File: config.mk
export PLATFORM = sky130hd
export DESIGN_NAME = icoll_top
export DESIGN_NICKNAME = d
export VERILOG_FILES = /design/src/rtl/icoll_pkg.sv /design/src/rtl/icoll_ctrl.sv /design/src/rtl/icoll_datapath.sv /design/src/rtl/icoll_top.sv
export SDC_FILE = /design/constraint.sdc
export NUM_CORES = 2
export LEC_CHECK = 0
export BUFFER_PORTS_ARGS = -buffer_cell sky130_fd_sc_hd__clkbuf_2
export CAP_MARGIN = 10
export CORE_MARGIN = 4
export CORE_UTILIZATION = 33
export DETAILED_ROUTE_END_ITERATION = 8
export GPL_TIMING_DRIVEN = 0
export PLACE_DENSITY_LB_ADDON = 0.3
export RECOVER_POWER = 100
export SYNTH_ARGS = -nofsm -noshare
export SYNTH_HDL_FRONTEND = slang
export SYNTH_HIERARCHICAL = 1
export SYNTH_SLANG_ARGS = --single-unit
File: constraint.sdc
create_clock -name clk -period 18.3 [get_ports clk]
set_clock_uncertainty 0.1 [all_clocks]
set_input_delay 3.66 -clock clk [delete_from_list [all_inputs] [get_ports clk]]
set_output_delay 3.66 -clock clk [all_outputs]
set_load 0.01 [all_outputs]
File: src/rtl/icoll_pkg.sv
package icoll_pkg;
  localparam int NumSrc      = 128;
  localparam int SrcW        = $clog2(NumSrc);
  localparam int WordW       = 32;
  localparam int NumRawWords = NumSrc / WordW;
  localparam int RawW        = (NumRawWords > 1) ? $clog2(NumRawWords) : 1;
  localparam int IdxW        = 9;

  localparam logic [IdxW-1:0] IdxVector = IdxW'(0);
  localparam logic [IdxW-1:0] IdxAck    = IdxW'(1);
  localparam logic [IdxW-1:0] IdxCtrl   = IdxW'(2);
  localparam logic [IdxW-1:0] IdxVbase  = IdxW'(4);
  localparam logic [IdxW-1:0] IdxStat   = IdxW'(7);
  localparam int RawBase = 10;
  localparam int SrcBase = 18;

  localparam int BitEnIrq    = 2;
  localparam int BitSoft     = 3;
  localparam int BitFiq      = 4;
  localparam int CtrlSoftRst = 31;
  localparam int CtrlGate    = 30;

  typedef enum logic [2:0] {RdZero, RdVector, RdCtrl, RdVbase, RdStat, RdRaw, RdSrc} rdKind_e;

  typedef struct packed {
    logic            wrVector;
    logic            wrCtrl;
    logic            wrVbase;
    logic            ack;
    logic            wrSrc;
    rdKind_e         rdKind;
    logic [SrcW-1:0] srcIdx;
    logic [RawW-1:0] rawIdx;
  } strobe_t;

  // Lowest set bit; MSB of the result flags that one was found.
  function automatic logic [SrcW:0] firstSet(input logic [NumSrc-1:0] vec);
    logic [SrcW:0] res;
    res = '0;
    for (int i = NumSrc - 1; i >= 0; i--) begin
      if (vec[i]) res = {1'b1, SrcW'(i)};
    end
    return res;
  endfunction
endpackage

File: src/rtl/icoll_ctrl.sv
module icoll_ctrl import icoll_pkg::*; (
  input  logic [IdxW-1:0] busIdx,
  input  logic            busWrite,
  output strobe_t         strobes
);
  int unsigned idxNum;
  logic inSrc, inRaw;

  always_comb begin
    idxNum = 32'(busIdx);
    inSrc  = (idxNum >= SrcBase) && (idxNum < SrcBase + NumSrc);
    inRaw  = (idxNum >= RawBase) && (idxNum < RawBase + NumRawWords);

    strobes        = '0;
    strobes.rdKind = RdZero;
    strobes.srcIdx = SrcW'(idxNum - SrcBase);
    strobes.rawIdx = RawW'(idxNum - RawBase);

    if (inSrc) begin
      strobes.rdKind = RdSrc;
      strobes.wrSrc  = busWrite;
    end else if (inRaw) begin
      strobes.rdKind = RdRaw;
    end else begin
      case (busIdx)
        IdxVector: begin strobes.rdKind = RdVector; strobes.wrVector = busWrite; end
        IdxAck:    strobes.ack = busWrite;
        IdxCtrl:   begin strobes.rdKind = RdCtrl;   strobes.wrCtrl   = busWrite; end
        IdxVbase:  begin strobes.rdKind = RdVbase;  strobes.wrVbase  = busWrite; end
        IdxStat:   strobes.rdKind = RdStat;
        default:   strobes.rdKind = RdZero;
      endcase
    end
  end
endmodule

File: src/rtl/icoll_datapath.sv
module icoll_datapath import icoll_pkg::*; (
  input  logic              clk,
  input  logic              rst,
  input  strobe_t           strobes,
  input  logic [WordW-1:0]  wdata,
  input  logic [NumSrc-1:0] srcIn,
  output logic [WordW-1:0]  rdata,
  output logic              irqOut,
  output logic              fiqOut,
  output logic [SrcW-1:0]   statusVal
);
  logic [NumSrc-1:0] rawQ, pendQ, enIrqQ, enFiqQ;
  logic [NumSrc-1:0] pendNext, enIrqNext, enFiqNext, srcHit, ackHit, fiqCand, irqCand;
  logic [WordW-1:0]  vectorQ, ctrlQ, vbaseQ, ctrlNext;
  logic [SrcW-1:0]   statusQ, statusNext;
  logic [SrcW:0]     fiqSel, irqSel;
  logic              irqQ, fiqQ;

  always_comb begin
    srcHit = strobes.wrSrc ? (NumSrc'(1) << strobes.srcIdx) : '0;
    ackHit = strobes.ack   ? (NumSrc'(1) << statusQ)        : '0;

    enIrqNext = (enIrqQ & ~srcHit) | (srcHit & {NumSrc{wdata[BitEnIrq]}});
    enFiqNext = (enFiqQ & ~srcHit) | (srcHit & {NumSrc{wdata[BitFiq]}});

    // acknowledged source re-pends while its pin stays high
    pendNext = (pendQ & ~ackHit) | (ackHit & srcIn) | (srcIn & ~rawQ)
             | (srcHit & {NumSrc{wdata[BitSoft]}});

    fiqCand = pendNext & enFiqNext;
    irqCand = pendNext & enIrqNext & ~enFiqNext;
    fiqSel  = firstSet(fiqCand);
    irqSel  = firstSet(irqCand);

    if (strobes.ack)     statusNext = '1;
    else if (fiqSel[SrcW]) statusNext = fiqSel[SrcW-1:0];
    else if (irqSel[SrcW]) statusNext = irqSel[SrcW-1:0];
    else                 statusNext = statusQ;

    ctrlNext = wdata;
    if (((ctrlQ ^ wdata) == (WordW'(1) << CtrlSoftRst)) && !ctrlQ[CtrlSoftRst])
      ctrlNext[CtrlGate] = 1'b1;
  end

  always_ff @(posedge clk) begin
    if (rst) begin
      rawQ    <= '0;
      pendQ   <= '0;
      enIrqQ  <= '0;
      enFiqQ  <= '0;
      vectorQ <= '0;
      ctrlQ   <= '0;
      vbaseQ  <= '0;
      statusQ <= '1;
      irqQ    <= 1'b0;
      fiqQ    <= 1'b0;
    end else begin
      rawQ    <= srcIn;
      pendQ   <= pendNext;
      enIrqQ  <= enIrqNext;
      enFiqQ  <= enFiqNext;
      statusQ <= statusNext;
      irqQ    <= |irqCand;
      fiqQ    <= |fiqCand;
      if (strobes.wrVector) vectorQ <= wdata;
      if (strobes.wrVbase)  vbaseQ  <= wdata;
      if (strobes.wrCtrl)   ctrlQ   <= ctrlNext;
    end
  end

  always_comb begin
    rdata = '0;
    case (strobes.rdKind)
      RdVector: rdata = vectorQ;
      RdCtrl:   rdata = ctrlQ;
      RdVbase:  rdata = vbaseQ;
      RdStat:   rdata = WordW'(statusQ);
      RdRaw:    rdata = rawQ[32'(strobes.rawIdx) * WordW +: WordW];
      RdSrc: begin
        rdata[BitEnIrq] = enIrqQ[strobes.srcIdx];
        rdata[BitFiq]   = enFiqQ[strobes.srcIdx];
      end
      default:  rdata = '0;
    endcase
  end

  assign irqOut    = irqQ;
  assign fiqOut    = fiqQ;
  assign statusVal = statusQ;
endmodule

File: src/rtl/icoll_top.sv
module icoll_top import icoll_pkg::*; (
  input  logic              clk,
  input  logic              rst,
  input  logic [IdxW-1:0]   busIdx,
  input  logic              busWrite,
  input  logic [WordW-1:0]  busWdata,
  output logic [WordW-1:0]  busRdata,
  input  logic [NumSrc-1:0] srcIn,
  output logic              irqOut,
  output logic              fiqOut
);
  strobe_t         strobes;
  logic [SrcW-1:0] statusVal;

  icoll_ctrl ctrl_i (
    .busIdx   (busIdx),
    .busWrite (busWrite),
    .strobes  (strobes)
  );

  icoll_datapath dp_i (
    .clk       (clk),
    .rst       (rst),
    .strobes   (strobes),
    .wdata     (busWdata),
    .srcIn     (srcIn),
    .rdata     (busRdata),
    .irqOut    (irqOut),
    .fiqOut    (fiqOut),
    .statusVal (statusVal)
  );
endmodule

Yosys cells after proc, flatten, opt, wreduce, memory -nomap -nowiden

Index checks and enable logic that the tools add are counted.

Register bits: 617
Bits of input ports: 172
Output and inout bits: 34
Logic and storage cells: 341

Add/subtract/negate cells: 2
Magnitude comparators: 5
Equality and inequality tests: 11
Shift operators: 3
Muxes and demuxes: 280
Bitwise gates (word level): 21
Reductions and logical operators: 9

Operators by type and width:

| cell                                                | count |
|---|---|
| 2-to-1 mux 8 bit                                    | 256 |
| AND 128 bit                                         | 11 |
| OR 128 bit                                          | 5 |
| inverter 128 bit                                    | 4 |
| 2-to-1 mux 128 bit                                  | 2 |
| OR reduction 128 bit                                | 2 |
| << shifter 1 x 7 -> 128 bit, first input constant   | 2 |
| one-hot mux 27 bit (5 select lines)                 | 1 |
| variable part select 128 x 8 -> 32 bit              | 1 |
| equality test 32 bit, second input constant         | 1 |
| XOR 32 bit                                          | 1 |
| equality test 9 x 3 -> 1 bit, second input constant | 2 |
| binary-select mux 1 bit (select 7 bit)              | 2 |
| 2-to-1 mux 7 bit                                    | 2 |
| one-hot mux 1 bit (6 select lines)                  | 2 |
| one-hot mux 3 bit (4 select lines)                  | 1 |
| one-hot mux 2 bit (5 select lines)                  | 1 |
| equality test 3 bit, second input constant          | 3 |
| equality test 9 x 1 -> 1 bit, second input constant | 1 |
| equality test 9 x 2 -> 1 bit, second input constant | 1 |
| >= comparator 9 x 4 -> 1 bit, second input constant | 1 |
| >= comparator 9 x 5 -> 1 bit, second input constant | 1 |
| zero test 9 bit                                     | 1 |
| < comparator 9 x 4 -> 1 bit, second input constant  | 1 |
| other kinds (14)                                    | 26 |

Logic depth before layout (Yosys ltp)

Depth after elaboration: 142
Depth in mapped cells: 22
Gate-level depth less buffers: 17

By module

The synthesis kept the hierarchy.

By module, submodules not included:

| module         | instances | cells each | area an instance (um^2) | seq. area each (um^2) |
|---|---|---|---|---|
| icoll_datapath | 1         | 4015       | 34393.0                 | 12351.8 |
| icoll_ctrl     | 1         | 44         | 322.8                   | 0.0 |

Worst setup path before layout

OpenSTA, ideal clock, no wires.

Path kind: input -> output
From: in busIdx[1]
To: out busRdata[2]
Arrival: 7.347 ns
Data required time: 14.540 ns
Setup slack: 7.193 ns
Stages: 14
Path buffers: 5
Cells stage by stage: clkbuf_1 > inv_1 > ha_1 > inv_1 > buf_2 > buf_2 > buf_2 > buf_1 > mux4_2 > mux4_2 > mux2_2 > a22oi_1 > a21oi_1 > a221o_1

RTL lines:

| element     | line           | source |
|---|---|---|
| from (decl) | icoll_top.sv:4 | `input logic [IdxW-1:0] busIdx,` |
| to (decl)   | icoll_top.sv:7 | `output logic [WordW-1:0] busRdata,` |

==> qor.yml <==
route:
  drt_iter0_drc: 7354
  wl_um: 210000
  antenna_left: 0
  vias: 37900
  firstDrtPassIters: 9
  wire_per_inst_um: 36.1
  via_per_inst: 6.53
  post-route-drc-count: 0
power:
  combPwrFrac_pct: 14.3
  pwr-share-seq_pct: 40.9
  clkPwrFrac_pct: 44.8
  irDropWorstVdd_uv: 69.3
  switchingPower_mw: 1.06
  powerDensity_mw_per_mm2: 86.2
  power_leakage_nw: 14.5
  p_int_mw: 2.41
  netSwitchingFraction_pct: 30.5
placed_design:
  portBuffers: 201
  hpwlAfterDp_um: 165000
  place.gp.congestion: 1.10
synth:
  syn_area_per_cell_um2: 8.55
  postSynthCellCount: 4059
  async_flop_share_pct: 0
  ys_warn_count: 6
  syn_area_mm2: 0.0347
  synthesis.nets: 4234
  synth_edf_count: 0
  yosysTopAreaCellShare_pct: 35.6
  ys.flop_type: "dfxtp_1"
  yosysTopAreaCell: "dfxtp_1"
  synth_area_leaders: "dfxtp_1, mux2i_1, mux4_2"
  synth.distinct_cells: 92
  yosys_register_bits: 617
  ys_seq_area_share_pct: 35.6
setup_path:
  reg2reg_depth: 14
  start_kind: "input port"
  cpMostUsedCell: "clkbuf_1"
  endpoint_kind: "register"
  crit_chain: "clkbuf_1 -> clkbuf_1 -> inv_1 -> ha_1 -> xor2_1 -> clkbuf_1 -> clkbuf_1 -> nor4b_1 -> clkbuf_1 -> clkbuf_1 -> clkbuf_1 -> clkbuf_1 -> a21oi_1 -> a21oi_1 -> o22ai_1 -> nor4_1 -> nand4_1 -> nor4_1 -> and4_1 -> nand2_1 -> o21ai_0 -> a211o_1"
  required_ns: 18.81
  critPathSlowestCell: "nor4b_1"
  worstPathMaxFanout: 10
  cpPeakStageDelay_ns: 2.19
  worstSetupPathType: "in2reg"
  cp_data_arrival_time_ns: 14.22
clocking:
  clk_pin_slew_ns: 0.06
  clk_path_buf_depth: 3
  cts_setup_buffers: 0
  cts-root-buf: "clkbuf_16"
  hold_buffers: 0
  cts_max_level: 3
  ctsResizeCount: 0
  cts_buffers: 75
  cts_tree: "done"
  clk_latency_ns: 0.69
  cts_sinks: 617
sta:
  max_slew_margin_pct: -115
  fin_crit_ns: 13.72
  tightest_slew_ns: 3.18
  fmaxAchievable_mhz: 72.9
  setup-tns-final_ns: 0
  finalMaxSlewViolations: 179
  finalCritPeriodShare_pct: 75.0
  setup_viol: 0
  finalHoldViolCount: 0
  rsz0062_at_grt: "false"
outcome:
  status: "complete, but fails checks"
  violations: "capacitance limit, slew limit"
hold_path:
  hold-path-cell-count: 2
  hold_class: "reg2reg"
layout:
  fillers: 10800
  final_cell_mix: "nor2_1, dfxtp_1, nand2_1, mux2i_1, clkbuf_1"
  drive_gt1_share_pct: 12.9
  final_common_cell: "nor2_1"
  nets: 4541
  utilization_pct: 38.7
  syn2layout_area_growth_pct: 15.8
die:
  die_x_um: 332
  ios: 206
  core_mm2: 0.104
  die_area_mm2: 0.110
  start_util_pct: 33.4
  die_h_um: 332
  fp-row-count: 118
flow_run:
  max_cap_viol_count: 14
global_routing:
  grt_usage_pct: 36.0
  overflow: 0
  antenna_found_initial: 21
  grt_max_degree: 14
  grt_pass1_vias: 34100
  grt_pass1_wl_um: 279000
## worst paths after layout
| kind | start | endpoint | slack (ns) |
|---|---|---|---|
| worst max-delay path | busIdx[1] | dp_i/statusVal[2]$_SDFFE_PP1P_ | 4.58 |
| worst min-delay path | dp_i/enIrqQ[22]$_SDFF_PP0_ | dp_i/enIrqQ[22]$_SDFF_PP0_ | 0.37 |
| worst max register to register | dp_i/statusVal[6]$_SDFFE_PP1P_ | dp_i/statusVal[1]$_SDFFE_PP1P_ | 11.96 |
| worst min register to register | dp_i/enIrqQ[22]$_SDFF_PP0_ | dp_i/enIrqQ[22]$_SDFF_PP0_ | 0.37 |
## cells in the mapped netlist (51+ instances only)
master and n:
a21oi_1 217, nand3_1 138, dfxtp_1 617, mux4_2 116, nor3_1 66, mux2i_1 315
nand2_1 362, o21ai_0 243, a222oi_1 120, clkbuf_1 203, nor2b_1 217, nor2_1 639
o22ai_1 100, buf_1 51
## registers in the layout, indices dropped and copies added, names as in the netlist
signal	flops
dp_i/rawQ	128
dp_i/statusVal	7
dp_i/pendQ	128
dp_i/enFiqQ	128
dp_i/vbaseQ	32
dp_i/irqOut	1
dp_i/ctrlQ	32
dp_i/enIrqQ	128
dp_i/vectorQ	32
dp_i/fiqOut	1
## stage by stage
stage	total power [mW]	cell area, µm²	std cells	setup slack [ns]	hold WS, ns
after floorplan	1.66	34700	4059	7.19	0.342
after global placement	1.90	37400	5640	5.22	0.355
after detailed placement	1.91	37800	5660	5.24	0.358
after CTS	3.44	40300	5791	5.21	0.366
after global routing	3.52	40200	5801	5.00	0.378
final	3.47	40200	5815	4.58	0.367
## per-layer routing
metal  vias to the layer above  share of wire [%]  wire (µm)  track usage [%]
li1                      15600                  -          -                -
met1                     18500                 38      79400             46.3
met2                      3145                 40      84400             51.3
met3                       688                 14      28600             11.7
met4                        20                8.3      17500             24.2
met5                         -              0.061        129                0
## area by class of cell
class | count | area [µm²] | area share [%]
tap | 1380 | 1730 | 4.30
clock inverter | 27 | 333 | 0.828
multi-input combinational | 3101 | 20800 | 51.9
antenna | 15 | 37.5 | 0.0934
clock buffer | 104 | 2180 | 5.42
timing repair buffer | 230 | 1270 | 3.16
inverter | 29 | 109 | 0.271
buffer | 312 | 1350 | 3.36
sequential | 617 | 12400 | 30.7
## power by group through the flow
| stage | Combinational (mW) | Sequential (mW) | Clock [mW] |
|---|---|---|---|
| finish | 0.495 | 1.42 | 1.55 |
| global placement | 0.456 | 1.44 | 0 |
| global route | 0.491 | 1.42 | 1.61 |
| CTS | 0.467 | 1.41 | 1.56 |
| detailed placement | 0.466 | 1.44 | 0 |
| floorplan | 0.231 | 1.42 | 0 |
## worst max-delay path: cells and delay by family
kind                     cells  cell delay (ns)
AO/OA/AOI/OAI                5             1.21
buffers and inverters        9             4.88
adder cells (fa/ha/maj)      1             0.27
XOR/XNOR                     1             0.15
AND/OR/NAND/NOR              6             4.02
## cells by family after synthesis
kind of cell | synth area share (%)
AND/OR/NAND/NOR | 24.5
buffers and inverters | 4.23
AO/OA/AOI/OAI | 17.1
flip-flops | 35.6
adder cells (fa/ha/maj) | 0.108
XOR/XNOR | 0.908
multiplexers | 17.6
(Power assumes the default switching activity.)
